[src/rtl/ret_stack.sv]
module ret_stack #(
  parameter int DEPTH = 8,
  parameter int WIDTH = 13
) (
  input  logic             clk,
  input  logic             rst_n,
  input  logic             push_i,
  input  logic             pop_i,
  input  logic [WIDTH-1:0] pc_i,
  output logic [WIDTH-1:0] tos_o
);
  localparam int PW = (DEPTH > 1) ? $clog2(DEPTH) : 1;

  logic [WIDTH-1:0] slot [DEPTH];
  logic [PW-1:0]    ptr;
  logic [PW-1:0]    ptr_dn;
  logic             do_push, do_pop;

  assign do_push = push_i & ~pop_i;
  assign do_pop  = pop_i & ~push_i;
  assign ptr_dn  = ptr - PW'(1);
  assign tos_o   = slot[ptr_dn];

  always_ff @(posedge clk or negedge rst_n) begin
    if (!rst_n) begin
      ptr <= '0;
    end else if (do_push) begin
      ptr <= ptr + PW'(1);
    end else if (do_pop) begin
      ptr <= ptr_dn;
    end
  end

  always_ff @(posedge clk or negedge rst_n) begin
    if (!rst_n) begin
      for (int i = 0; i < DEPTH; i++) slot[i] <= '0;
    end else if (do_push) begin
      slot[ptr] <= pc_i;
    end
  end

  a_r2_push_shows: assert property (@(posedge clk) disable iff (!rst_n)
    push_i && !pop_i |=> tos_o == $past(pc_i));

  a_r3_pop_steps_back: assert property (@(posedge clk) disable iff (!rst_n)
    pop_i && !push_i |=> ptr == PW'($past(ptr) - PW'(1)));

  a_r7_both_ignored: assert property (@(posedge clk) disable iff (!rst_n)
    push_i && pop_i |=> $stable(tos_o) && $stable(ptr));

  a_r8_idle_holds: assert property (@(posedge clk) disable iff (!rst_n)
    !push_i && !pop_i |=> $stable(tos_o));
endmodule

[config.mk]
export PLATFORM = sky130hd
export DESIGN_NAME = ret_stack
export DESIGN_NICKNAME = d
export VERILOG_FILES = /design/src/rtl/ret_stack.sv
export SDC_FILE = /design/constraint.sdc
export NUM_CORES = 1
export LEC_CHECK = 0
export BUFFER_PORTS_ARGS = -buffer_cell sky130_fd_sc_hd__buf_2
export CORE_ASPECT_RATIO = 0.5
export CORE_UTILIZATION = 35
export DETAILED_ROUTE_END_ITERATION = 6
export GPL_TIMING_DRIVEN = 0
export MAX_ROUTING_LAYER = met4
export PLACE_DENSITY_LB_ADDON = 0.2
export SLEW_MARGIN = 10
export SYNTH_ARGS = -nofsm -noshare
export SYNTH_HDL_FRONTEND = slang
export SYNTH_SLANG_ARGS = --single-unit
[constraint.sdc]
create_clock -name clk -period 5 [get_ports clk]
set_input_delay 0 -clock clk [delete_from_list [all_inputs] [get_ports clk]]
set_output_delay 0 -clock clk [all_outputs]
set_load 0.02 [all_outputs]
==> impl_results.md, run 1 <==
- Outcome: complete, no violations
- I/O pin count: 30
- Post-synth top area share: 0.530
- Worst Hold Launch: pc_i[1]
- TritonCTS clock tree: done
- Via density: 5.21
- Drt first pass iters: 7
- R2R Path Start: ptr[0]
- Initial antenna violation count: 0
- Cell taking the most area after synthesis: dfrtp_1
- Largest net degree at the start of global routing: 86
- Fin util: 0.421
- Max_slew headroom: 0.377
- Final min period: 3.26 ns
- Rows: 30
- GP Congestion: approximately 0.79
- Avg WL per Cell: 20.6 um
- Top FF cell, synth: dfrtp_1
- Die area: around 0.015 mm2
- Core Area: 0.0138 mm2
- Final hold viol count: 0
- Power Density: 772 mW/mm2
- Initial Util: 0.366
- Synth cell count leaders: 107 x dfrtp_1, 104 x mux2_2, 27 x mux2i_1
- Worst-Skew Late Latency: approximately 0.35 ns
- Place WS: 2.02 ns
- Leakage: 2.59 nW
- Clock-pin slew on the worst setup and hold paths: 0.07 ns
- CTS Buffer Depth: 2
- Asr flop ratio synth: 1.00
- Worst setup EP type: output pin
- Crit path kind: register to output pin
- Die height: 86.9 um
- H-tree depth: 3
- Final worst setup slack: 1.74 ns
- Dpl cell area: between 0.005 and 0.006 mm2
- Least-Margin Pin Slew: 0.935 ns
- EDFF count, synth: 0
- Layout cell share with drive strength beyond 1: 0.372
- Clk_skew: 0.0100 ns
- Final setup fails: 0
- Chip width: ~170 um
- Count leader, synth: dfrtp_1
- TritonCTS Sinks: 107
- Post-synthesis register bit count: 107
- Seq/Total Area, Yosys: 0.530
- Mapped Avg Cell Area: 13.2 um2
- Required time worst endpoint: ~5 ns
- Crit. Startpoint: ptr[0]
- Post-Syn Nets: slightly above 400
- Fin area: 0.00582 mm2
- Tot Pwr: approximately 4.5 mW
- CP Max Fanout: 10
- Tot GR Track Use: 0.194
- Slew Viols, Final: 0
- Area grow syn2layout: 15.3%
- Clock Root Buffer: clkbuf_16
- Hold buffer count at cts: 5
- Post-DRT Antenna Nets: 0
- First-pass GRT wire length: 20200 um
- Count of unique library cells instantiated by Yosys: 23
- Total wire length after detailed routing: around 13000 um
- Hpwl dp: 8180 um
- Cts repair resizes: 0
- Layout Nets: approximately 450
- Crit path DAT: between 3 and 4 ns
- Vias in the first global route: roughly 3300
- Num CTS Buffers: 9
- RSZ-0062 raised after global routing: no
- Max-cap viol count: 0
- Main area contributors after synthesis: dfrtp_1 53%, mux2_2 23%, mux2i_1 5.4%
- I/O Buffers: 29
- Total congestion overflow: 0
- Worst setup SP type: register
- Fin crit share: 0.652
- Fmax: 307 MHz
- Antenna Cells: 0
- Ys Warns: 0
- Total Neg Setup Slack: 0 ns
- Post-synthesis cell count: 382
- Max VDD drop: 0.000248 V
- Number of DRC markers in iteration 0: 235
- Post-route DRC: 0
- Mapped cell area: a little over 0.005 mm2
- Worst hold path class: input port to register
- Vias: around 3300
- Postcts setup bufs: 0
==> sequential cells by signal (all words and copies together), names as in the netlist <==
signal  cells
ptr         3
slot      104
==> kinds of logic (layout without fill, tap and decap cells) <==
kind of cell | count (synthesis) | in the layout | synth area share
xor+xnor | 5 | 5 | 0.00867
mux | 131 | 131 | 0.285
flops | 107 | 107 | 0.530
fa+ha+maj | 4 | 4 | 0.00991
buf+inv | 31 | 82 | 0.0263
simple gates | 77 | 77 | 0.0934
compound gates | 27 | 27 | 0.0461
==> metrics by stage <==
stage                     std cells  hold WS, ns
final                           625      0.00492
after global routing            625       0.0166
after global placement          603        0.353
after CTS                       625     0.000372
after detailed placement        604       -0.129
after floorplan                 382       -0.296
==> worst max-delay path, stage by stage (launching register included) <==
cell	delay [ns]
dfrtp_1	0.37
buf_2	0.20
inv_1	0.07
ha_1	0.25
xor2_1	0.72
clkbuf_1	0.50
a2111oi_0	0.15
nor4_1	0.41
buf_2	0.24
==> power breakdown <==
| group | internal (mW) | total (mW) | switching, mW |
|---|---|---|---|
| Clock | 0.391 | 0.719 | 0.327 |
| Combinational | 0.937 | 2.28 | 1.35 |
| Sequential | 1.29 | 1.49 | 0.202 |
| Total | 2.62 | 4.49 | 1.87 |
==> path summary, 6_finish.rpt <==
check | endpoint | slack [ns] | cells past startpoint
setup / recovery | tos_o[5] | 1.74 | 8
hold / removal | slot[66] | 0.005 | 2
setup reg to reg | slot[95] | 2.85 | 4
hold reg to reg | slot[11] | 0.50 | 1
max in group asynchronous | ptr[1] | 4.20 | 3
min in group asynchronous | slot[33] | 0.07 | 2
==> layer usage <==
metal | vias to the layer above | share of wire | global-route usage
li1 | 1506 | - | -
met1 | 1691 | 0.51 | 0.274
met2 | 47 | 0.45 | 0.291
met3 | 10 | 0.033 | 0.0350
met4 | 0 | 0.0068 | 0.0378
met5 | - | 0 | -
==> cell usage in the layout, fill, tap and decap left out <==
cell type,n
and3_1,26
clkinv_4,2
buf_4,1
mux2i_1,27
o21ai_0,1
ha_1,4
buf_1,1
clkbuf_16,9
xor2_1,3
a2111oi_0,26
clkinvlp_4,2
or3_1,1
buf_16,1
nor4_1,13
inv_1,3
nand4_1,3
nor2b_1,26
dlygate4sd3_1,5
clkbuf_1,16
nand2b_1,1
nor3b_1,1
xnor2_1,2
mux2_2,104
inv_6,1
buf_6,1
bufinv_16,1
clkinv_2,1
buf_2,38
dfrtp_1,107
nor2_1,1
nor3_1,3
nand2_1,2
==> final cells by class <==
type / count / area [um2]
fillers: 1320 / 7990
flip-flops and latches: 107 / 2680
multi-input cells: 244 / 2240
well taps: 192 / 240
repair buffers: 35 / 229
clock buffers: 9 / 225
plain buffers: 28 / 121
clock inverters: 7 / 76.3
inverters: 3 / 11.3
Note: power is estimated with default switching activity, not from simulation.
==> run 2, diff against run 1 <==
Settings changed: ABC_AREA set to 1.
Clock period 5 ns to 3 ns, I/O delays scaled along.
==> run 2 against run 1 <==
- setup slack got worse by 1.5 ns
- critical path type unchanged
- clock power increased by 82%
- sequential share of layout area fell by 3.0 points
- cell count up 58%
- clock skew shrank 0.0048 ns
==> impl_results.md, run 2 <==
- Reg2reg path depth: 9 (+5)
- Post-DRT Antenna Nets: 0 (unchanged)
- Num CTS Buffers: 9 (unchanged)
- Post-Synth XOR/XNOR Area: 0.00165 (-0.00703)
- Fin area: 0.00623 mm2 (+7.1%)
- Net Sw Power: 3.52 mW (+88%)
- CTS Buffer Depth: 2 (unchanged)
- Post-route DRC: 0 (unchanged)
- Hpwl dp: 10400 um (+27%)
- Layout cell share with drive strength beyond 1: 0.0985 (-0.273)
- Synth Area in Simple Gates: 0.267 (+0.173)
- Final worst setup slack: 0.204 ns (-1.54 ns)
- Ys Warns: 0 (unchanged)
- Postcts setup bufs: 0 (unchanged)
- Antenna Cells: 0 (unchanged)
- Dpl cells: 960 (+59%)
- Multiplexer share of the synthesized area: 0 (-0.285)
- Crit path DAT: 2.80 ns (-0.46 ns)
- Most Crowded Layer GR: met1
- Clock share of power: 0.170 (+0.010)
- Least-Margin Pin Slew: 0.555 ns (-0.380 ns)
- Slew Viols, Final: 0 (unchanged)
- TritonCTS clock tree: done
- Hold depth: 3 (+1)
- Mapped Avg Cell Area: 7.27 um2 (-45%)
- Cell taking the most area after synthesis: dfrtp_1
- Seq/Total Area, Yosys: 0.503 (-0.0273)
- Largest net degree at the start of global routing: 84 (-2.3%)
- Post-synthesis register bit count: 107 (unchanged)
- Fin Hold WS: 0.0295 ns (+0.0246 ns)
- Avg WL per Cell: 14.4 um (-30%)
- R2R Path End: ptr[1]
- Core Area: 0.0147 mm2 (+6.1%)
- Power Density: 1230 mW/mm2 (+60%)
- Die area: 0.0157 mm2 (+5.3%)
- Total Neg Setup Slack: 0 ns (unchanged)
- Clock-pin slew on the worst setup and hold paths: 0.07 ns (about the same)
- Max-cap viol count: 0 (unchanged)
- Place WS: 0.140 ns (-1.88 ns)
- R2R Path Start: ptr[0]
- Count of unique library cells instantiated by Yosys: 21 (-8.7%)
- Seq. cell area: 0.00268 mm2 (unchanged)
- Rows: 31 (+3.3%)
- Commonest non-fill, non-tap cell in the layout: nand2_1
- Fin util: 0.425 (+0.00370)
- Worst-Skew Late Latency: 0.35 ns (about the same)
- Initial antenna violation count: 0 (unchanged)
- Met2 Use GR: 0.281 (-0.0102)
- Total congestion overflow: 0 (unchanged)
- Largest family of logic cells by synthesized area: simple AND/OR/NAND/NOR gates
- Internal: 4.17 mW (+59%)
- Mapped cell area: 0.00532 mm2 (+5.4%)
- Worst setup EP type: output pin
- Sw frac: 0.457 (+0.0401)
- I/O pin count: 30 (unchanged)
- RSZ-0062 raised after global routing: no
- Final hold viol count: 0 (unchanged)
- Worst hold path class: input port to register
- Total wire length after detailed routing: 14300 um (+11%)
- First-pass GRT wire length: 23100 um (+14%)
- Max VDD drop: 0.000426 V (+72%)
- Drt first pass iters: 5 (-2)
- Clk_skew: 0.00519 ns (-0.00484 ns)
- Most frequent cells in the layout: 287 x nand2_1, 125 x inv_1, 107 x dfrtp_1
- Outcome: complete, no violations
- Fillers: 1544 (+17%)
- CP Max Fanout: 10 (unchanged)
- Leakage: 3.37 nW (+30%)
- EDFF count, synth: 0 (unchanged)
- Required time worst endpoint: 3.00 ns (-2.00 ns)
- I/O Buffers: 29 (unchanged)
- Number of DRC markers in iteration 0: 389 (+66%)
- Initial Util: 0.363 (-0.00246)
- Worst Hold Launch: push_i
- Dpl cell area: 0.00575 mm2 (+5.1%)
- Tot GR Track Use: 0.202 (+0.00840)
- Fin crit share: 0.932
- Reg-to-reg setup timing slack: 0.86 ns (-1.99 ns)
- Number of flip-flops in the largest register: 104 (unchanged)
- Area of the multi-input gates: 0.00201 mm2 (-10%)
- Post-Synth Adder-Cell Area: 0.00940 (-0.000510)
- Final non-filler cell total: 990 (+58%)
- Post-synth top area share: 0.503 (-0.0273)
- Clock Root Buffer: clkbuf_16
- Synth cell count leaders: 287 x nand2_1, 125 x inv_1, 107 x dfrtp_1
- Via density: 4.55 (-13%)
- Chip width: 176 um (+2.6%)
- Worst setup SP type: register
- Count leader, synth: nand2_1
- Largest Register: slot
- Vias in the first global route: 4148 (+26%)
- Crit path kind: register to output pin
- Fmax: 358 MHz
- Hold endpoint: ptr[0]
- Post-Syn Nets: 753 (+87%)
- Final min period: 2.80 ns
- Area grow syn2layout: 17.1%
- TritonCTS Sinks: 107 (unchanged)
- Vias: 4504 (+38%)
- Max_slew headroom: 0.630 (+0.253)
- Main area contributors after synthesis: dfrtp_1 50%, nand2_1 20%, inv_1 8.8%
- Layout Nets: 808 (+80%)
- Comb pwr share: 0.509 (about the same)
- Largest regs: slot: 104 flops, ptr: 3 flops
- Die height: 89.2 um (+2.6%)
- Share of power burned in registers: 0.320 (-0.012)
- Final setup fails: 0 (unchanged)
- Post-synthesis cell count: 732 (+92%)
- Synth Area in Compound Gates: 0.0989 (+0.0529)
- Asr flop ratio synth: 1.00 (unchanged)
- Top FF cell, synth: dfrtp_1
- GP Congestion: 0.893 (+13%)
- H-tree depth: 3 (unchanged)
- GRT met1 Usage: 0.303 (+0.0291)
- GR Util met3: 0.0319 (-0.00310)
- Tot Pwr: 7.69 mW (+71%)
-- run 2: changes by cell type in the layout (fill, tap and decap cells not counted), sizes merged, moves of 4 or more --
cell | before | now
a2111oi | 26 | 0
and3 | 26 | 0
buf | 42 | 48
dlygate4sd3 | 5 | 14
inv | 4 | 129
mux2 | 104 | 0
mux2i | 27 | 0
nand2 | 2 | 289
nand3 | 0 | 56
nor2 | 1 | 5
nor2b | 26 | 0
nor4 | 13 | 0
o21ai | 1 | 104
-- run 2: repair_timing --
action | 4_1_cts | 5_1_grt
resized for setup | 4 | 6
endpoints found under the setup margin | 13 | 13
hold buffers | 14 | 0
endpoints found under the hold margin | 120 | 0
-- run 2: layout make-up --
| type | count | area share |
|---|---|---|
| flip-flops and latches | 107 | 0.430 |
| multi-input cells | 461 | 0.322 |
| repair buffers | 44 | 0.0512 |
| well taps | 198 | 0.0398 |
| clock inverters | 7 | 0.0161 |
| clock buffers | 9 | 0.0361 |
| inverters | 129 | 0.0779 |
| plain buffers | 35 | 0.0275 |
-- run 2: critical path: stages, from the launching register on --
cell and delay (ns):
dfrtp_1 0.40, clkbuf_4 0.22, inv_2 0.18, buf_4 0.22, ha_1 0.25, clkbuf_4 0.21, clkinv_2 0.13, buf_2 0.27
nand3_1 0.14, nand2_1 0.12, nand2_1 0.07, nand2_1 0.07, buf_2 0.16
-- run 2: logic make-up (layout without fill, tap and decap cells) --
| kind of cell | count (synthesis) | after routing |
|---|---|---|
| compound gates | 105 | 105 |
| buf+inv | 164 | 224 |
| flops | 107 | 107 |
| simple gates | 351 | 351 |
| fa+ha+maj | 4 | 4 |
| xor+xnor | 1 | 1 |
-- run 2: how the worst max path moves through the flow --
stage / from / depth (start not counted) / end / slack [ns]
after floorplan: ptr[0] / 11 / tos_o[10] / 1.00
after global placement: ptr[0] / 12 / tos_o[4] / 0.16
after detailed placement: ptr[0] / 12 / tos_o[4] / 0.14
after CTS: ptr[0] / 11 / tos_o[5] / 0.01
after global routing: ptr[0] / 12 / tos_o[4] / 0.03
final: ptr[0] / 12 / tos_o[0] / 0.20
-- run 2: power by group through the flow --
stage	clock (mW)	sequential (mW)	combinational (mW)
3_5_place_dp	0	2.48	3.87
2_1_floorplan	0	2.40	2.74
6_report	1.31	2.46	3.92
4_1_cts	1.34	2.46	3.91
5_1_grt	1.40	2.55	4.47
3_3_place_gp	0	2.46	3.81
-- run 2: routing by layer --
layer / up-vias / wire (um)
li1: 2329 / -
met2: 93 / 5680
met1: 2072 / 7850
met5: - / 0
met3: 10 / 625
met4: 0 / 119
